### config.mk
export PLATFORM = sky130hd
export DESIGN_NAME = split_vote_mult
export DESIGN_NICKNAME = d
export VERILOG_FILES = /design/src/rtl/split_vote_mult.sv
export SDC_FILE = /design/constraint.sdc
export NUM_CORES = 1
export LEC_CHECK = 0
export ABC_AREA = 1
export BUFFER_PORTS_ARGS = -buffer_cell sky130_fd_sc_hd__clkbuf_2
export CORE_ASPECT_RATIO = 1.4
export CORE_MARGIN = 2
export CORE_UTILIZATION = 45
export CTS_CLUSTER_SIZE = 30
export DETAILED_ROUTE_END_ITERATION = 6
export PLACE_DENSITY = 0.81
export SKIP_LAST_GASP = 1
export SLEW_MARGIN = 20
export SYNTH_ARGS = -nofsm -noshare
export SYNTH_HDL_FRONTEND = slang
export SYNTH_SLANG_ARGS = --single-unit
### constraint.sdc
create_clock -name clk -period 9.85 [get_ports clk]
set_input_delay 0.4925 -clock clk [delete_from_list [all_inputs] [get_ports clk]]
set_output_delay 0.4925 -clock clk [all_outputs]
set_load 0.01 [all_outputs]
### src/rtl/split_vote_mult.sv
module split_vote_mult #(
  parameter int NUM_COPIES = 5,
  parameter int OPW        = 4,
  parameter bit OUT_REG    = 1'b1,
  localparam int PW        = 2 * OPW,
  localparam int MW        = NUM_COPIES * PW
) (
  input  logic          clk,
  input  logic          rst,
  input  logic [OPW-1:0] op_a,
  input  logic [OPW-1:0] op_b,
  input  logic [MW-1:0]  flip_mask,
  input  logic [MW-1:0]  force_en,
  input  logic [MW-1:0]  force_val,
  output logic [PW-1:0]  vote_out,
  output logic [PW-1:0]  trio_out,
  output logic [PW-1:0]  pool_out,
  output logic [PW-1:0]  mismatch
);

  if (NUM_COPIES < 4) begin : g_bad_count
    $error("split_vote_mult: NUM_COPIES must be 4 or more (R11)");
  end

  wire [PW-1:0] mod_out [NUM_COPIES];

  for (genvar k = 0; k < NUM_COPIES; k++) begin : g_copy
    wire [OPW-1:0] pp [OPW];
    wire [OPW-1:0] sr [OPW];
    wire [OPW-2:0] cr [OPW];
    wire [OPW-1:0] rc;
    wire [PW-1:0]  prod;

    for (genvar i = 0; i < OPW; i++) begin : g_pp_row
      for (genvar j = 0; j < OPW; j++) begin : g_pp_col
        assign pp[i][j] = op_a[j] & op_b[i];
      end
    end

    assign sr[0] = pp[0];
    assign cr[0] = '0;

    for (genvar i = 1; i < OPW; i++) begin : g_row
      for (genvar j = 0; j < OPW - 1; j++) begin : g_cell
        wire x = pp[i][j];
        wire y = sr[i-1][j+1];
        wire z = cr[i-1][j];
        assign sr[i][j] = x ^ y ^ z;
        assign cr[i][j] = (x & y) | (x & z) | (y & z);
      end
      assign sr[i][OPW-1] = pp[i][OPW-1];
    end

    for (genvar i = 0; i < OPW; i++) begin : g_low
      assign prod[i] = sr[i][0];
    end

    assign rc[0] = 1'b0;
    for (genvar j = 0; j < OPW - 1; j++) begin : g_ripple
      wire x = sr[OPW-1][j+1];
      wire y = cr[OPW-1][j];
      wire z = rc[j];
      assign prod[OPW+j] = x ^ y ^ z;
      assign rc[j+1]     = (x & y) | (x & z) | (y & z);
    end
    assign prod[PW-1] = rc[OPW-1];

    wire [PW-1:0] fe = force_en[k*PW +: PW];
    assign mod_out[k] = (fe & force_val[k*PW +: PW]) |
                        (~fe & (prod ^ flip_mask[k*PW +: PW]));
  end

  wire [PW-1:0] trio_c = (mod_out[0] & mod_out[1]) |
                         (mod_out[1] & mod_out[2]) |
                         (mod_out[0] & mod_out[2]);
  logic [PW-1:0] pool_c;

  always_comb begin
    pool_c = '0;
    for (int k = 3; k < NUM_COPIES; k++) pool_c = pool_c | mod_out[k];
  end

  wire [PW-1:0] vote_c = trio_c & pool_c;
  wire [PW-1:0] mism_c = trio_c ^ pool_c;

  if (OUT_REG) begin : g_reg
    always_ff @(posedge clk) begin
      if (rst) begin
        vote_out <= '0;
        trio_out <= '0;
        pool_out <= '0;
        mismatch <= '0;
      end else begin
        vote_out <= vote_c;
        trio_out <= trio_c;
        pool_out <= pool_c;
        mismatch <= mism_c;
      end
    end
  end else begin : g_comb
    assign vote_out = vote_c;
    assign trio_out = trio_c;
    assign pool_out = pool_c;
    assign mismatch = mism_c;
  end

endmodule

Word-level counts from Yosys, hierarchy flattened
Index checks and enable logic that the tools add are counted.
- register bits after elaboration: 32
- input bits: 130
- output and inout bits: 32
- logic and storage cells: 117
- bitwise operators: 113
- operators by type and width (operator ; count):
    $and A8 B8 Y8 ; 14
    $or A8 B8 Y8 ; 8
    $xor A8 B8 Y8 ; 6
    $and A1 B1 Y1 ; 44
    $not A8 Y8 ; 5
    $xor A1 B1 Y1 ; 20
    $or A1 B1 Y1 ; 16

Longest topological paths before layout
- word-level depth: 22
- mapped depth: 24
- depth with buffers taken out: 23

Worst setup path after synthesis
No wires, ideal clock.
- kind: input to register
- start point: input op_b[1]
- end point: register mismatch[6]
- library setup time: 0.126 ns
- data arrival time: 3.745 ns
- data required time: 9.724 ns
- path slack: 5.978 ns
- stages: 24
- buffers on the path: 1
- path through: nand2_1 > inv_1 > ha_1 > fa_1 > inv_1 > fa_1 > inv_1 > ha_1 > inv_1 > fa_1 > inv_1 > fa_1 > buf_2 > inv_2 > nand2_1 > nand3_1 > nand2_1 > nand2_1 > nand2_1 > nand2_1 > inv_1 > ha_1 > inv_1 > nor2_1
- cells in the longest elaborated chain, start to end: 20
- elaborated cells between the ends (all ways): 75
- those cells by class: bitwise (75)
- ends and longest elaborated chain (element ; line ; source):
    start, declared ; 11 ; input logic [OPW-1:0] op_b,
    $and A1 B1 Y1 ; 36 ; assign pp[i][j] = op_a[j] & op_b[i];
    $xor A1 B1 Y1 / $and A1 B1 Y1 (equally long branches) ; 48, 49 ;
    $and A1 B1 Y1 ; 49 ; assign cr[i][j] = (x & y) | (x & z) | (y & z);
    $or A1 B1 Y1 (2 in series) ; 49 ;
    $and A1 B1 Y1 ; 49 ;
    $or A1 B1 Y1 (2 in series) ; 49 ;
    $and A1 B1 Y1 (2 in series) ; 64 ; assign rc[j+1] = (x & y) | (x & z) | (y & z);
    $or A1 B1 Y1 (2 in series) ; 64 ;
    [2 not listed] ; -- ;
    $and A8 B8 Y8 ; 70 ; (~fe & (prod ^ flip_mask[k*PW +: PW]));
    $or A8 B8 Y8 ; 69 ; assign mod_out[k] = (fe & force_val[k*PW +: PW]) |
    $and A8 B8 Y8 (on tied branches) ; 73, 74 ;
    $or A8 B8 Y8 ; 73 ; wire [PW-1:0] trio_c = (mod_out[0] & mod_out[1]) |
    $or A8 B8 Y8 * ; 74 ; (mod_out[1] & mod_out[2]) |
    net trio_c[6] ; 73 ;
    $xor A8 B8 Y8 * ; 84 ; wire [PW-1:0] mism_c = trio_c ^ pool_c;
    net mism_c[6] ; 84 ;
    end signal, assigned ; 97 ; mismatch <= mism_c;
    end, declared ; 18 ; output logic [PW-1:0] mismatch
Mark *: on every way through the listed nets, which the timed path passes. The rest lies on a longest branch.
A chain may end at the register's enable or synchronous reset.

Worst setup path after layout
- start point: input op_b[0]
- end point: register mismatch[6]
Same word-level chain as after synthesis.

==> results.tsv <==
metric	value	unit
placed standard-cell area	0.00335	mm²
number of synthesized flops with an enable pin	0	
leakage	2.28	nW
commonest register cell after synthesis	dfxtp_1	
CP max stage delay	0.55	ns
worst min-delay path class	in2reg	
Worst VDD drop	0.0750	mV
Worst Path Max Fanout	8	
post-detail-place hpwl	5770	µm
Cell Chain, Critical Path	clkbuf_2 > nand2_1 > inv_1 > ha_1 > fa_1 > inv_1 > fa_1 > inv_1 > ha_1 > inv_1 > fa_1 > inv_1 > fa_1 > inv_2 > nand2_1 > nand3_1 > nand2_1 > nand2_1 > nand2_1 > nand2_1 > inv_1 > ha_1 > inv_1 > nor2_1	
largest area contributor in the netlist	dfxtp_1	
Tmin final	3.92	ns
Total GRT Usage	0.217	
flops & latches, synth	32	
nets	723	
TNS Setup	0	ns
total number of yosys warnings	0	
RSZ-0062 raised after global routing	no	
final RePlAce weighted congestion	0.888	
top cell family by delay on the critical path	adder cells	
Netlist Area Pre-Place	0.00249	mm²
Rel. slew slack	0.626	
Final ANT Viol Nets	0	
TritonRoute pass-1 iters	4	
Setup crit start kind	primary input	
fraction of layout cells with a size suffix above 1	0.322	
WP buf/inv	9	
Max Fclk	0.255	GHz
CTS Buf Count	5	
core box area	0.00545	mm²
top-count cell post-synth	nand2_1	
H-tree levels	2	
final hold violation count	0	
drt first-iter violations	82	
Syn Area/Cell	6.05	µm²
Crit Path Class	in2reg	
Async SR Flop Fraction	0	
vias in the first global route	2796	
vias	2964	
PD cells	128	mW/mm²
Clock power frac	0.228	
Final Cycle Share	0.398	
Seq/Total Area, Yosys	0.257	
endpoints failing setup	0	
antenna diode count	0	
Crit path required time	9.99	ns
Non-Filler Instances	642	
clock sinks	32	
P_int	0.000284	W
top cells by area, synth	dfxtp_1, nand2_1, inv_1	
Syn-to-layout area delta	38.0	%
Clock transition at path regs	0.07	ns
Die ar.	0.00616	mm²
placed cells	634	
Die W	66.9	µm
Worst Tran Pin Value	0.560	ns
Finished Cell Area	0.00344	mm²
CTS tree	done	
CP dominant cell by count	inv_1	
total congestion overflow	0	
I/O pins	162	
commonest cells in the netlist	nand2_1, inv_1, nor2_1, dfxtp_1	
fin util	0.632	
Longest Clk Path Bufs	2	
vias per cell	4.62	
hold buffers post-CTS	0	
wire length of the first global-routing pass	10500	µm
status	complete, no violations	
Net Sw Frac	0.356	
Yosys top cell area share	0.257	
WL/cell	10.1	µm
Worst Path Arrival	4.06	ns
PostCTS Resize Cnt	0	
Final Max Tran Viols	0	
Post-Synthesis Cells	412	
root buf cell	clkbuf_8	
row count	32	
overall power	0.000441	W
Post-CTS Setup Repair Bufs	0	
max-cap check violation count	0	
Comb pwr share	0.424	
number of distinct library cells after synthesis	26	
Seq pwr share	0.348	
Initial Util	0.458	
Port Buffers	161	
net switching power	0.000157	W
DRC viols	0	
Slowest-stage cell, CP	fa_1	
Total Wirelength	6460	µm
Post-Syn Nets	562	
Die Span Y	92.1	µm
largest net degree at the start of global routing	26	
initial antenna violation count	0	
Worst setup EP type	flip-flop	
[sequential cells by signal (all words and copies together) (netlist names)]
signal and count:
mismatch 8, pool_out 8, trio_out 8, vote_out 8
[placed cells by master, fill, tap and decap left out, types with 2 or more instances in the layout]
| cell type | instances |
|---|---|
| xnor2_1 | 3 |
| nor2_1 | 36 |
| a21oi_1 | 10 |
| o21ai_1 | 14 |
| inv_1 | 86 |
| nand4_1 | 14 |
| clkinv_2 | 2 |
| xor2_1 | 4 |
| fa_1 | 8 |
| nand2_1 | 149 |
| inv_2 | 9 |
| clkbuf_2 | 161 |
| ha_1 | 12 |
| or2_1 | 3 |
| clkbuf_8 | 6 |
| nand3_1 | 8 |
| nand2_2 | 2 |
| nand3b_1 | 8 |
| dfxtp_1 | 32 |
[through the flow]
step | setup slack [ns] | hold slack [ns]
floorplan | 5.98 | 0.717
global placement | 5.71 | 0.843
detailed placement | 5.64 | 0.853
CTS | 5.90 | 0.566
global route | 5.66 | 0.570
finish | 5.93 | 0.572
[worst paths after layout]
check           from                      to  slack [ns]  depth (start not counted)
max          op_b[0]  mismatch[6]$_SDFF_PP0_        5.93                         24
min    force_val[30]  pool_out[6]$_SDFF_PP0_        0.57                          5
[cell type report]
cell class | count | area, µm²
Clock buffer | 6 | 82.6
Sequential cell | 32 | 641
Fill cell | 514 | 2010
Inverter | 96 | 363
Tap cell | 68 | 85.1
Clock inverter | 2 | 10.0
Timing Repair Buffer | 161 | 806
Multi-Input combinational cell | 277 | 1450
[metal layers]
metal	GRT usage	vias up	routed length, µm
met5	0	-	0
met2	0.461	104	3720
met4	0.0697	0	140
met3	0.0491	12	459
li1	-	1552	-
met1	0.182	1296	2140
[cells by family after synthesis]
logic type | share of synthesized area
buf+inv | 0.160
simple gates | 0.380
compound gates | 0.0537
xor+xnor | 0.0246
fa+ha+maj | 0.124
flops | 0.257
[power groups by stage]
stage	Clock [W]	Sequential [W]	Combinational (W)
floorplan	0	0.000166	0.000108
global route	0.000109	0.000155	0.000217
CTS	0.000105	0.000154	0.000190
finish	0.000101	0.000153	0.000187
global placement	0	0.000155	0.000182
detailed placement	0	0.000157	0.000190
Power figures use the tool's default switching activity.
